<file path="config.mk">
export PLATFORM = sky130hd
export DESIGN_NAME = lane_trigger_corruptor
export DESIGN_NICKNAME = d
export VERILOG_FILES = /design/src/rtl/ltc_pkg.sv /design/src/rtl/lane_history.sv /design/src/rtl/pattern_match.sv /design/src/rtl/lane_trigger_corruptor.sv
export SDC_FILE = /design/constraint.sdc
export NUM_CORES = 1
export LEC_CHECK = 0
export BUFFER_PORTS_ARGS = -buffer_cell sky130_fd_sc_hd__buf_2
export CORE_MARGIN = 1
export CORE_UTILIZATION = 58
export CTS_BUF_LIST = sky130_fd_sc_hd__clkbuf_4
export CTS_CLUSTER_DIAMETER = 40
export DETAILED_ROUTE_END_ITERATION = 12
export PLACE_DENSITY = 0.8
export SYNTH_ARGS = -nofsm -noshare
export SYNTH_HDL_FRONTEND = slang
export SYNTH_SLANG_ARGS = --single-unit
</file>
<file path="constraint.sdc">
create_clock -name clk -period 2.1 [get_ports clk]
set_clock_uncertainty 0.1 [all_clocks]
set_input_delay 0.105 -clock clk [delete_from_list [all_inputs] [get_ports clk]]
set_output_delay 0.105 -clock clk [all_outputs]
set_load 0.05 [all_outputs]
</file>
<file path="src/rtl/ltc_pkg.sv">
package ltc_pkg;
  localparam int unsigned BUS_W_DEF  = 8;
  localparam int unsigned HIST_W_DEF = 15;
  localparam int unsigned NLANE      = 2;
endpackage

</file>
<file path="src/rtl/lane_history.sv">
module lane_history #(
  parameter int unsigned HIST_W = 15
) (
  input  logic              clk,
  input  logic              rst,
  input  logic              shift_en,
  input  logic              bit_in,
  output logic [HIST_W-1:0] hist_next
);
  logic [HIST_W-1:0] hist_q;

  // View of the history including the transfer now on the bus
  always_comb begin
    if (shift_en) hist_next = {hist_q[HIST_W-2:0], bit_in};
    else          hist_next = hist_q;
  end

  always_ff @(posedge clk) begin
    if (rst) hist_q <= '0;
    else     hist_q <= hist_next;
  end
endmodule

</file>
<file path="src/rtl/pattern_match.sv">
module pattern_match #(
  parameter int unsigned        W   = 15,
  parameter logic [W-1:0]       PAT = '1
) (
  input  logic [W-1:0] vec,
  output logic         hit
);
  logic [W-1:0] eq;

  genvar i;
  generate
    for (i = 0; i < W; i++) begin : g_bit
      assign eq[i] = ~(vec[i] ^ PAT[i]);
    end
  endgenerate

  assign hit = &eq;
endmodule

</file>
<file path="src/rtl/lane_trigger_corruptor.sv">
module lane_trigger_corruptor #(
  parameter int unsigned BUS_W     = ltc_pkg::BUS_W_DEF,
  parameter int unsigned HIST_W    = ltc_pkg::HIST_W_DEF,
  parameter int unsigned TAP_A     = 0,
  parameter int unsigned TAP_B     = 2,
  parameter int unsigned FLIP_LANE = 1,
  parameter logic [HIST_W-1:0] PAT_A = 15'h5A3C,
  parameter logic [HIST_W-1:0] PAT_B = 15'h2B17
) (
  input  logic             clk,
  input  logic             rst,
  input  logic             valid_i,
  input  logic [BUS_W-1:0] data_i,
  output logic [BUS_W-1:0] data_o,
  output logic             match_o
);
  localparam int unsigned NL = ltc_pkg::NLANE;
  localparam logic [BUS_W-1:0] FLIP_MASK = BUS_W'(1) << FLIP_LANE;

  logic [NL-1:0] lane_hit;
  logic          hit;

  genvar g;
  generate
    for (g = 0; g < NL; g++) begin : g_lane
      localparam int unsigned TAP = (g == 0) ? TAP_A : TAP_B;
      localparam logic [HIST_W-1:0] PAT = (g == 0) ? PAT_A : PAT_B;
      logic [HIST_W-1:0] nxt;

      lane_history #(.HIST_W(HIST_W)) u_hist (
        .clk      (clk),
        .rst      (rst),
        .shift_en (valid_i),
        .bit_in   (data_i[TAP]),
        .hist_next(nxt)
      );

      pattern_match #(.W(HIST_W), .PAT(PAT)) u_cmp (
        .vec(nxt),
        .hit(lane_hit[g])
      );
    end
  endgenerate

  assign hit = &lane_hit;

  always_ff @(posedge clk) begin
    if (rst) begin
      data_o  <= '0;
      match_o <= 1'b0;
    end else begin
      data_o  <= data_i ^ (hit ? FLIP_MASK : '0);
      match_o <= hit;
    end
  end
endmodule

</file>
== Word-level counts from Yosys, hierarchy flattened ==
Index checks and enable logic that the tools add are counted.
Storage, ports and cells
  bits in registers: 39
  input port bits: 11
  output and inout bits: 9
  word-level logic and storage cells: 23
Cells by class
  mux-type cells: 3
  bitwise gates (word level): 15
  reduce and logical (&&, ||, !) cells: 1
Operators by type and width (number)
  two-way mux 15 bit: 2
  AND reduction 30 bit: 1
  inverter 1 bit: 14
  bitwise XOR 8 x 2 -> 8 bit: 1
  two-way mux 2 bit: 1

== Depth between registers and ports, before layout ==
  depth after elaboration: 5
  gate-level depth with buffers: 6
  depth with buffers taken out: 5

== Cells and area by module ==
Synthesis repeated with hierarchy kept, for this count alone.
Second synthesis, totals
  cells, all modules: 127
  area total of the unflattened synthesis: 1609.0 µm²
By module, submodules not included
  lane_history: instances 2, cells an instance 48, area each 626.9 µm²
  lane_trigger_corruptor: instances 1, cells an instance 21, area each 267.8 µm²
  pattern_match: instances 2, cells an instance 5, area each 43.8 µm²

== Worst setup path before layout ==
No wires, ideal clock.
  kind: reg-to-reg
  start point: reg g_lane[1].u_hist.hist_q[7]
  end point: reg data_o[1]
  library setup time: 132 ps
  arrival time: 1481 ps
  data required time: 1868 ps
  slack: 387 ps
  stages on the path, launching flop included: 6
  buffers on the path: 0
  period minus slack after synthesis: 1713 ps
  cell sequence: dfxtp_1 -> or3b_2 -> a222oi_1 -> o2111a_2 -> a31o_2 -> a21oi_1
On the way
  word-level cells in the longest chain between the ends: 5
Ends and longest elaborated chain
  from (decl): RTL line lane_history.sv:10  | logic [HIST_W-1:0] hist_q;
  from (signal assigned): RTL line lane_history.sv:20  | else hist_q <= hist_next;
  two-way mux 15 bit (*): RTL line lane_history.sv:14  | if (shift_en) hist_next = {hist_q[HIST_W-2:0], bit_in};
  inverter 1 bit: RTL line pattern_match.sv:13  | assign eq[i] = ~(vec[i] ^ PAT[i]);
  AND reduction 30 bit (*): RTL line lane_trigger_corruptor.sv:45  | assign hit = &lane_hit;
  two-way mux 2 bit (*): RTL line lane_trigger_corruptor.sv:52  | data_o <= data_i ^ (hit ? FLIP_MASK : '0);
  bitwise XOR 8 x 2 -> 8 bit (*): RTL line lane_trigger_corruptor.sv:52
  to (signal assigned): RTL line lane_trigger_corruptor.sv:52
  to (decl): RTL line lane_trigger_corruptor.sv:14  | output logic [BUS_W-1:0] data_o,
Every way passes the cells marked *; elsewhere a longest branch is shown, timed or not.
A chain may end at the register's enable or synchronous reset.

== Final worst setup path ==
  start point: in data_i[0]
  end point: reg data_o[1]
On the way
  word-level cells in the longest chain between the ends: 5
Ends and longest elaborated chain
  from (decl): RTL line lane_trigger_corruptor.sv:13  | input logic [BUS_W-1:0] data_i,
  two-way mux 15 bit: RTL line lane_history.sv:14
  inverter 1 bit: RTL line pattern_match.sv:13
  AND reduction 30 bit: RTL line lane_trigger_corruptor.sv:45
  two-way mux 2 bit: RTL line lane_trigger_corruptor.sv:52
  bitwise XOR 8 x 2 -> 8 bit: RTL line lane_trigger_corruptor.sv:52
Every way passes these cells.

==> flow_metrics.tcl <==
set metrics [dict create \
    vias_per_cell 5.33 \
    yosys_register_bits 39 \
    wl_um 2860 \
    holdCritPathClass "in -> reg" \
    io_pins 20 \
    synthTopCellsByArea "dfxtp_1 52%, mux2i_1 18%, nor2_1 7.0%" \
    hold_viol_final 0 \
    fin_setup_tns_ns 0 \
    ys_seq_area_share_pct 52.2 \
    crit_start "data_i[0]" \
    rsz0062_at_grt "no" \
    num_rows 18 \
    setup_viol 0 \
    critPathLaunchType "primary input" \
    r2r_cells 5 \
    grt_util_all_layers_pct 22.9 \
    synth_area_sq_mm 0.00150 \
    dp.cells 194 \
    syn_to_final_growth_pct 20.4 \
    clkTransAtPathRegs_ns 0.12 \
    finalCritPeriodShare_pct 89.3 \
    cts.sinks 39 \
    layout-drive-gt1-share_pct 18.3 \
    dpl_cell_area_sq_mm 0.00162 \
    multi_input_area_sq_um 677 \
    final_cells 210 \
    worstSkewPairLatency_ns 0.35 \
    die_area_sq_mm 0.00279 \
    fin_nets 190 \
    ctsResizeCount 0 \
    syn_area_per_cell_sq_um 9.98 \
    synth_top_family_by_area "simple AND/OR/NAND/NOR gates" \
    r2r_setup_slack_ns 0.24 \
    first_pass_iters 4 \
    synth-compound-area-share_pct 4.68 \
    status "completed" \
    cp_max_fo 3 \
    start_util_pct 61.0 \
    crit_end "data_o[1]" \
    crit_path_top_delay_cell "dlygate4sd3_1" \
    worst-path-stages 7 \
    syn_nets 161 \
    synth_cell_types 28 \
    yosys.area.top_type "dfxtp_1" \
    die_h_um 52.8 \
    cp.arrival_ns 2.00 \
    grt_pass1_vias 999 \
    worst_slack_ns 0.224 \
    dr_total_vias 1119 \
    drc 0 \
    cp-end-kind "flip-flop" \
    pre_cts_ws_ns 0.255 \
    grt_pass1_wl_um 4460 \
    register_area_sq_um 781 \
    path_delay_family "buffers and inverters" \
    crit_buf_inv 2 \
    cts_root_buf "clkbuf_4" \
    cts_max_level 2 \
    numCtsBuffers 5 \
    rr_startpoint "g_lane[1].u_hist.hist_q[8]" \
    numPortBuffers 19 \
    ir_worst_vdd_v 0.00101 \
    cts_tree "yes" \
    drt_iter0_markers 32 \
    crit_chain "dlygate4sd3_1, buf_2, or4bb_1, a222oi_1, o2111a_2, a31o_2, a21oi_1" \
    power_density_mw_per_mm2 834 \
    synthCells 150 \
    grt_max_degree 31 \
    antenna_cells 0 \
    r2r-end "data_o[1]" \
    synth-simple-area-share_pct 22.5 \
    synth_fa_ha_area_share_pct 0 \
    postRouteAntennaNets 0 \
    hpwl_um 1870 \
    leakagePower_nw 0.776 \
    critPathMaxStageDelay_ns 0.56 \
    ys_warn_count 0 \
    cp.required_ns 2.22 \
    yosys.area.top_type_share_pct 52.2 \
    routedWlPerCell_um 13.6 \
    worst_slew_pin_slew_ns 0.511 \
    place_congestion 0.821 \
    fp.coreArea_sq_mm 0.00245 \
    crit_type "in -> reg" \
    grt_antenna_before_repair 0 \
    grt-ovfl-total 0 \
    muxShareOfSynthArea_pct 18.1 \
    finish.instance_area_sq_mm 0.00180 \
    nFillCells 186 \
    maxCapViolCount 0 \
    synth-xor-area-share_pct 0 \
    fp.dieW_um 52.8 \
    cts_max_path_buffers 2 \
    finalMaxSlewViolations 0 \
    max_freq_mhz 533 \
    fin_crit_ns 1.88 \
    slew_headroom_pct 66.0 \
]
[through the flow]
stage          hold WS (ns)  utilization [%]  power [mW]
2_1_floorplan         0.133                -       0.851
3_3_place_gp          0.212             65.9       0.876
3_5_place_dp          0.219             65.9       0.878
4_1_cts              0.0695             73.4        1.51
5_1_grt              0.0663             73.4        1.55
6_report             0.0760             73.4        1.50
[cell usage after synthesis]
cell type  instances
buf_2              4
o22ai_1            1
nand4b_1           1
or4b_1             1
a21oi_1            4
nor4_1             3
nand3_1            1
o21ai_0            1
inv_1              1
clkbuf_1           4
nand3b_1           3
nand2_1            9
or3b_1             1
nor4b_1            1
o21a_1             1
nand2b_1           3
mux2i_1           27
a31o_2             1
o2111a_2           1
or4bb_1            1
nor2_1            28
nor2b_1            7
a222oi_1           1
or3b_2             1
nor3_1             2
nand4_1            2
dfxtp_1           39
and4b_1            1
[where the power goes]
part / internal (mW) / switching [mW]
Sequential: 0.752 / 0.00608
Clock: 0.385 / 0.244
Combinational: 0.0456 / 0.0700
[routing by layer]
layer / vias to the layer above / wire [um] / GRT usage [%]
met2: 20 / 1300 / 34.2
met1: 519 / 1380 / 28.7
met3: 7 / 123 / 6.96
li1: 573 / - / -
met4: 0 / 62 / 13.6
met5: - / 0 / 0
[layout by cell type (no fill, tap or decap)]
cell type      instances
nand2b_1               3
nor2b_1                7
nand3b_1               3
bufinv_16              2
nand2_1                9
buf_2                 19
or3b_1                 1
o21ai_0                1
mux2i_1               27
dfxtp_1               39
a21oi_1                4
nand3_1                1
inv_1                  1
nand4b_1               1
or3b_2                 1
buf_4                  3
o22ai_1                1
or4bb_1                1
nor4b_1                1
nand4_1                2
nor4_1                 3
and4b_1                1
dlygate4sd3_1          8
a31o_2                 1
clkbuf_4               6
a222oi_1               1
or4b_1                 1
nor2_1                28
o2111a_2               1
o21a_1                 1
nor3_1                 2
[cell families after synthesis]
family                 Yosys count
muxes                           27
and+or+nand+nor                 65
DFF                             39
AOI/OAI and AO/OA               10
buffers and inverters            9
[repair_timing]
item                                   CTS  global route
setup endpoints to repair                0             0
buffers inserted                         0             0
endpoints found under the hold margin   10             0
hold buffers                             8             0
[sequential cells by signal (all words and copies together) (netlist names)]
| register | cells |
|---|---|
| data_o | 8 |
| match_o | 1 |
| g_lane.u_hist.hist_q | 30 |
[worst min-delay path: stages]
cell,delay [ns]
buf_2,0.18
mux2i_1,0.14
nor2_1,0.07
[area by class of cell]
class | count | share of cell area (%)
clock buffer | 6 | 2.50
clock inverter | 2 | 3.33
inverter | 1 | 0.208
multi-input combinational | 102 | 37.6
sequential | 39 | 43.3
tap | 30 | 2.08
timing repair buffer | 30 | 11.0
[worst min-delay path by stage]
stage	start	to	slack [ns]	depth (start not counted)
global route	valid_i	g_lane[1].u_hist.hist_q[7]	0.07	3
finish	valid_i	g_lane[1].u_hist.hist_q[7]	0.08	3
global placement	data_i[7]	data_o[7]	0.21	2
floorplan	data_i[0]	data_o[0]	0.13	1
CTS	valid_i	g_lane[1].u_hist.hist_q[7]	0.07	3
detailed placement	data_i[3]	data_o[3]	0.22	2
Power figures use the tool's default switching activity.
